[src/rtl/iso_bank_pkg.sv]
package iso_bank_pkg;
  localparam int unsigned MAX_BANKS = 3;
  localparam int unsigned PTR_W     = $clog2(MAX_BANKS);
  localparam int unsigned MAX_PKT   = 1024;
  localparam int unsigned LEN_W     = $clog2(MAX_PKT + 1);

  localparam logic [3:0] PID_DATA0 = 4'b0011;
  localparam logic [3:0] PID_DATA1 = 4'b1011;
  localparam logic [3:0] PID_DATA2 = 4'b0111;
  localparam logic [3:0] PID_MDATA = 4'b1111;

  // expected PID at position pos within a microframe of nt transactions
  function automatic logic [3:0] exp_pid(input logic [1:0] nt, input logic [1:0] pos);
    logic [3:0] p;
    unique case (nt)
      2'd2:    p = (pos == 2'd0) ? PID_MDATA : PID_DATA1;
      2'd3:    p = (pos < 2'd2) ? PID_MDATA : PID_DATA2;
      default: p = PID_DATA0;
    endcase
    return p;
  endfunction
endpackage

[src/rtl/iso_pid_seq.sv]
module iso_pid_seq
  import iso_bank_pkg::*;
(
  input  logic       clk_i,
  input  logic       rst_ni,
  input  logic [1:0] ntrans_i,
  input  logic       sof_i,
  input  logic       pkt_valid_i,
  input  logic [3:0] pid_i,
  output logic       match_o,
  output logic       err_o
);
  logic [1:0] pos_q, pos_eff, nt_eff;
  logic       err_q;

  assign nt_eff  = (ntrans_i == 2'd0) ? 2'd1 : ntrans_i;
  assign pos_eff = sof_i ? 2'd0 : pos_q;  // sof counts before a same-cycle packet
  assign match_o = pkt_valid_i && (pos_eff < nt_eff) && (pid_i == exp_pid(nt_eff, pos_eff));

  always_ff @(posedge clk_i or negedge rst_ni) begin
    if (!rst_ni) begin
      pos_q <= '0;
      err_q <= 1'b0;
    end else begin
      if (match_o)          pos_q <= pos_eff + 2'd1;
      else if (sof_i)       pos_q <= 2'd0;
      if (pkt_valid_i && !match_o) err_q <= 1'b1;
    end
  end
  assign err_o = err_q;

  a_r7_err_sticky: assert property (@(posedge clk_i) disable iff (!rst_ni) err_q |=> err_q);
  a_r2_sof_restart: assert property (@(posedge clk_i) disable iff (!rst_ni)
    (sof_i && !pkt_valid_i) |=> (pos_q == 2'd0));
  a_r7_no_adv_on_bad: assert property (@(posedge clk_i) disable iff (!rst_ni)
    (pkt_valid_i && !match_o && !sof_i) |=> $stable(pos_q));
endmodule

[src/rtl/iso_rr_ptr.sv]
module iso_rr_ptr #(
  parameter int unsigned W = 2
) (
  input  logic         clk_i,
  input  logic         rst_ni,
  input  logic         adv_i,
  input  logic [W-1:0] last_i,
  output logic [W-1:0] ptr_o
);
  logic [W-1:0] ptr_q;

  always_ff @(posedge clk_i or negedge rst_ni) begin
    if (!rst_ni)    ptr_q <= '0;
    else if (adv_i) ptr_q <= (ptr_q >= last_i) ? '0 : ptr_q + 1'b1;
  end
  assign ptr_o = ptr_q;

  a_r3_ptr_range: assert property (@(posedge clk_i) disable iff (!rst_ni) ptr_q <= last_i);
  a_r3_ptr_moves: assert property (@(posedge clk_i) disable iff (!rst_ni)
    adv_i |=> (ptr_q != $past(ptr_q)));
endmodule

[src/rtl/iso_bank_array.sv]
module iso_bank_array #(
  parameter int unsigned NB = 3,
  parameter int unsigned LW = 11
) (
  input  logic                 clk_i,
  input  logic                 rst_ni,
  input  logic [NB-1:0]        set_i,
  input  logic [NB-1:0]        clr_i,
  input  logic [LW-1:0]        len_i,
  output logic [NB-1:0]        rdy_o,
  output logic [NB-1:0][LW-1:0] len_o
);
  for (genvar b = 0; b < NB; b++) begin : g_bank
    logic          rdy_q;
    logic [LW-1:0] len_q;

    always_ff @(posedge clk_i or negedge rst_ni) begin
      if (!rst_ni) begin
        rdy_q <= 1'b0;
        len_q <= '0;
      end else if (set_i[b]) begin
        rdy_q <= 1'b1;
        len_q <= len_i;
      end else if (clr_i[b]) begin
        rdy_q <= 1'b0;
      end
    end
    assign rdy_o[b] = rdy_q;
    assign len_o[b] = len_q;

    a_r4_set_rdy: assert property (@(posedge clk_i) disable iff (!rst_ni) set_i[b] |=> rdy_q);
    a_r4_hold_rdy: assert property (@(posedge clk_i) disable iff (!rst_ni)
      (rdy_q && !clr_i[b]) |=> rdy_q);
    a_r8_no_set_busy: assert property (@(posedge clk_i) disable iff (!rst_ni)
      !(set_i[b] && rdy_q));
  end
endmodule

[src/rtl/iso_out_bank_mgr.sv]
module iso_out_bank_mgr
  import iso_bank_pkg::*;
(
  input  logic             clk_i,
  input  logic             rst_ni,
  input  logic [1:0]       cfg_ntrans_i,
  input  logic             cfg_three_bank_i,
  input  logic             sof_i,
  input  logic             pkt_valid_i,
  input  logic [3:0]       pkt_pid_i,
  input  logic [LEN_W-1:0] pkt_len_i,
  input  logic             clr_i,
  output logic [MAX_BANKS-1:0] bank_rdy_o,
  output logic             rx_rdy_o,
  output logic             irq_o,
  output logic [PTR_W-1:0] rd_bank_o,
  output logic [LEN_W-1:0] rd_len_o,
  output logic             pid_err_o,
  output logic             ovf_o
);
  logic                 match;
  logic [PTR_W-1:0]     wr_ptr, rd_ptr, last_bank;
  logic [MAX_BANKS-1:0] rdy, set_v, clr_v;
  logic [MAX_BANKS-1:0][LEN_W-1:0] len_v;
  logic                 tgt_busy, rd_hit, do_write, ovf_q;

  assign last_bank = cfg_three_bank_i ? PTR_W'(MAX_BANKS - 1) : PTR_W'(MAX_BANKS - 2);

  iso_pid_seq u_seq (
    .clk_i, .rst_ni,
    .ntrans_i    (cfg_ntrans_i),
    .sof_i,
    .pkt_valid_i,
    .pid_i       (pkt_pid_i),
    .match_o     (match),
    .err_o       (pid_err_o)
  );

  always_comb begin
    tgt_busy = 1'b0;
    rd_hit   = 1'b0;
    rd_len_o = '0;
    for (int b = 0; b < int'(MAX_BANKS); b++) begin
      if (PTR_W'(b) == wr_ptr) tgt_busy = rdy[b];
      if (PTR_W'(b) == rd_ptr) begin
        rd_hit   = rdy[b];
        rd_len_o = len_v[b];
      end
    end
  end

  assign do_write = match && !tgt_busy;

  always_comb begin
    set_v = '0;
    clr_v = '0;
    for (int b = 0; b < int'(MAX_BANKS); b++) begin
      set_v[b] = do_write && (PTR_W'(b) == wr_ptr);
      clr_v[b] = clr_i && rd_hit && (PTR_W'(b) == rd_ptr);
    end
  end

  iso_rr_ptr #(.W(PTR_W)) u_wr_ptr (
    .clk_i, .rst_ni, .adv_i(do_write), .last_i(last_bank), .ptr_o(wr_ptr)
  );

  iso_rr_ptr #(.W(PTR_W)) u_rd_ptr (
    .clk_i, .rst_ni, .adv_i(clr_i && rd_hit), .last_i(last_bank), .ptr_o(rd_ptr)
  );

  iso_bank_array #(.NB(MAX_BANKS), .LW(LEN_W)) u_banks (
    .clk_i, .rst_ni,
    .set_i (set_v),
    .clr_i (clr_v),
    .len_i (pkt_len_i),
    .rdy_o (rdy),
    .len_o (len_v)
  );

  always_ff @(posedge clk_i or negedge rst_ni) begin
    if (!rst_ni)                   ovf_q <= 1'b0;
    else if (match && tgt_busy)    ovf_q <= 1'b1;
  end

  assign bank_rdy_o = rdy;
  assign rx_rdy_o   = |rdy;
  assign irq_o      = rx_rdy_o;
  assign rd_bank_o  = rd_ptr;
  assign ovf_o      = ovf_q;

  a_r8_ovf_sticky: assert property (@(posedge clk_i) disable iff (!rst_ni) ovf_q |=> ovf_q);
  a_r8_wr_hold: assert property (@(posedge clk_i) disable iff (!rst_ni)
    (match && tgt_busy) |=> $stable(wr_ptr));
  a_r6_clr_ignored: assert property (@(posedge clk_i) disable iff (!rst_ni)
    (clr_i && !rx_rdy_o && !pkt_valid_i) |=> ($stable(rd_bank_o) && !rx_rdy_o));
  a_r7_bad_pid_no_bank: assert property (@(posedge clk_i) disable iff (!rst_ni)
    (pkt_valid_i && !match && !clr_i) |=> $stable(bank_rdy_o));
endmodule

[config.mk]
export PLATFORM = sky130hd
export DESIGN_NAME = iso_out_bank_mgr
export DESIGN_NICKNAME = d
export VERILOG_FILES = /design/src/rtl/iso_bank_pkg.sv /design/src/rtl/iso_pid_seq.sv /design/src/rtl/iso_rr_ptr.sv /design/src/rtl/iso_bank_array.sv /design/src/rtl/iso_out_bank_mgr.sv
export SDC_FILE = /design/constraint.sdc
export NUM_CORES = 1
export LEC_CHECK = 0
export ABC_AREA = 1
export CAP_MARGIN = 0
export CORE_ASPECT_RATIO = 1.5
export CORE_MARGIN = 5
export CORE_UTILIZATION = 45
export CTS_CLUSTER_DIAMETER = 40
export DETAILED_ROUTE_END_ITERATION = 8
export GPL_TIMING_DRIVEN = 0
export PLACE_DENSITY = 0.79
export SYNTH_ARGS = -nofsm -noshare
export SYNTH_HDL_FRONTEND = slang
export SYNTH_SLANG_ARGS = --single-unit
[constraint.sdc]
create_clock -name clk_i -period 3.6 [get_ports clk_i]
set_input_delay 0.72 -clock clk_i [delete_from_list [all_inputs] [get_ports clk_i]]
set_output_delay 0.72 -clock clk_i [all_outputs]
set_load 0.01 [all_outputs]
==> impl_metrics.env <==
export IMPL_reg2reg_depth=9
export IMPL_synth_top_cell_area_share_pct=44.7
export IMPL_antenna_left=0
export IMPL_gp_congestion=0.818
export IMPL_num_rows=33
export IMPL_worstPathArrival_ns=2.55
export IMPL_setup_viol=0
export IMPL_clock_sinks=44
export IMPL_final_cell_count_no_fill=413
export IMPL_async_flop_share_pct=100
export IMPL_tns_ns=0
export IMPL_num_nets_final=377
export IMPL_tritoncts="done"
export IMPL_synth_edf_count=0
export IMPL_clock_fmax_mhz=305
export IMPL_grt_max_degree=26
export IMPL_wire_per_inst_um=15.2
export IMPL_routed_wl_mm=6.27
export IMPL_criticalPathCategory="register to output pin"
export IMPL_power_density_nw_per_um2=695
export IMPL_syn2layout_area_growth_pct=25.9
export IMPL_clock_latency_ns=0.31
export IMPL_fp_dieH_um=101
export IMPL_htree_levels=2
export IMPL_crit_path_start_kind="register"
export IMPL_grt_pass1_wl_mm=10.6
export IMPL_maxCapViolCount=0
export IMPL_dp_hpwl_mm=4.60
export IMPL_cts_buffer_depth=2
export IMPL_synthDistinctLibCells=26
export IMPL_worstMarginPinSlew_ns=0.549
export IMPL_fin_util_pct=57.4
export IMPL_port_buffers=42
export IMPL_via_per_inst=5.34
export IMPL_antenna_found_initial=0
export IMPL_drcViolationCount=0
export IMPL_synthCells=292
export IMPL_r2r_end="u_banks.g_bank[0].len_q[3]$_DFFE_PN0P_"
export IMPL_ys_warn_count=0
export IMPL_antenna_cells=0
export IMPL_cp_required_ns=2.88
export IMPL_rsz0062_at_grt="false"
export IMPL_core_area_um2=5410
export IMPL_grt_pass1_vias=2294
export IMPL_synth_most_common_cell="nand2_1"
export IMPL_rrSetupSlack_ns=1.79
export IMPL_drt_iter0_drc=153
export IMPL_post_cts_buffers=0
export IMPL_critPathMaxStageDelay_ns=0.58
export IMPL_hp_class="primary input to async pin"
export IMPL_cpMaxStageDelayCell="clkdlybuf4s50_1"
export IMPL_cts_resized=0
export IMPL_cp_max_fo=10
export IMPL_cts_buffers=5
export IMPL_placed_cells=405
export IMPL_yosysTopAreaCell="dfrtp_1"
export IMPL_ys_seq_elements=44
export IMPL_clock_skew_ns=0.0111
export IMPL_synth_avg_cell_area_um2=8.44
export IMPL_io_pins=43
export IMPL_status="finished, final reports clean"
export IMPL_cts_root_buf="clkbuf_8"
export IMPL_relSlewSlack_pct=63.4
export IMPL_p_leak_nw=1.53
export IMPL_drtPass1Iterations=5
export IMPL_postCtsHoldBufs=0
export IMPL_ys_seq_area_share_pct=44.7
export IMPL_die_w_um=70.4
export IMPL_start_util_pct=45.6
export IMPL_synth_area_top_cells="dfrtp_1 45%, nand2_1 16%, nand4_1 8.6%, ha_1 6.1%, a22oi_1 3.4%"
export IMPL_ir_worst_vdd_mv=0.441
export IMPL_synthFlopType="dfrtp_1"
export IMPL_overflow=0
export IMPL_grt_usage_pct=18.8
export IMPL_die_area_um2=7090
export IMPL_hold_viol_final=0
export IMPL_period_needed_ns=3.27
export IMPL_clk_pin_slew_worst_paths_ns=0.09
export IMPL_num_vias=2206
export IMPL_timing_final_crit_share_pct=90.9
export IMPL_r2r_start="u_wr_ptr.ptr_o[1]$_DFFE_PN0N_"
export IMPL_synthesis_area_um2=2460
export IMPL_worstPathCellList="inv_1 -> ha_1 -> clkbuf_1 -> a22oi_1 -> o21ai_0 -> clkdlybuf4s50_1"
export IMPL_synth_nets=327
export IMPL_maxSlewViolCount=0
export IMPL_synthTopCellsByCount="104 x nand2_1, 44 x dfrtp_1, 34 x nand4_1"
export IMPL_end_kind="output pin"
export IMPL_drive_above_1_share_pct=12.0
[stage by stage]
step                      hold WS (ns)  instance area (um2)  setup WS [ns]  power (W)
after floorplan                  0.424                 2460           1.41    0.00135
after global placement           0.440                 2970          0.639    0.00174
after detailed placement         0.463                 2990          0.673    0.00178
after CTS                        0.366                 3100          0.313    0.00217
after global routing             0.401                 3100          0.113    0.00232
final                            0.357                 3100          0.326    0.00216
[report_power, final]
part	switching, W	internal [W]
Clock	0.000176	0.000209
Sequential	0.000104	0.000646
Combinational	0.000592	0.000430
[flip-flops by register name, summed over array words and instances (netlist names)]
signal and cells:
ovf_o 1, u_banks.g_bank.len_q 33, u_banks.g_bank.rdy_q 3, u_rd_ptr.ptr_o 2
u_seq.err_o 1, u_seq.pos_q 2, u_wr_ptr.ptr_o 2
[layer usage]
| layer | global-route usage [%] | wire length, um |
|---|---|---|
| met1 | 21.3 | 2380 |
| met2 | 33.8 | 3350 |
| met3 | 3.59 | 414 |
| met4 | 8.70 | 132 |
| met5 | 0 | 0 |
[layout make-up]
class,instances,area [um2]
buffer,20,144
timing repair buffer,43,435
multi-input combinational,212,1160
inverter,16,60.1
clock buffer,5,68.8
fill,490,2300
clock inverter,3,47.5
tap,70,87.6
sequential,44,1100
[cells in the final DEF, fill, tap and decap left out, drive strengths merged]
cell type,n
a21boi,1
a21o,1
a21oi,5
a22oi,11
buf,19
bufinv,1
clkbuf,8
clkdlybuf4s50,41
clkinv,2
dfrtp,44
ha,12
inv,16
nand2,110
nand3,10
nand3b,1
nand4,37
nor2,7
o21ai,15
o21bai,1
xor2,1
[critical path, delay by kind of cell (launching register included)]
kind,cells,cell delay [ns]
compound gates,2,0.42
fa+ha+maj,1,0.26
buf+inv,3,1.14
flops,1,0.43
[worst max-delay path by stage]
stage                                   from           end  slack (ns)  cells after the start
6_report       u_rd_ptr.ptr_o[1]$_DFFE_PN0P_  rd_len_o[10]        0.33                      6
4_1_cts        u_rd_ptr.ptr_o[1]$_DFFE_PN0P_  rd_len_o[10]        0.31                      6
3_5_place_dp   u_rd_ptr.ptr_o[1]$_DFFE_PN0P_  rd_len_o[10]        0.67                      6
3_3_place_gp   u_rd_ptr.ptr_o[1]$_DFFE_PN0P_  rd_len_o[10]        0.64                      6
2_1_floorplan  u_rd_ptr.ptr_o[1]$_DFFE_PN0P_   rd_len_o[0]        1.41                      6
5_1_grt        u_rd_ptr.ptr_o[1]$_DFFE_PN0P_  rd_len_o[10]        0.11                      6
[cell families (layout without fill, tap and decap cells)]
family	Yosys count	after routing	share of synthesized area [%]
DFF	44	44	44.7
buffers and inverters	36	87	8.27
adders and majority gates	12	12	6.09
xor gates and xnor gates	1	1	0.355
and+or+nand+nor	165	165	32.1
AOI/OAI and AO/OA	34	34	8.48
No activity file was read; power rests on OpenSTA's default activity.
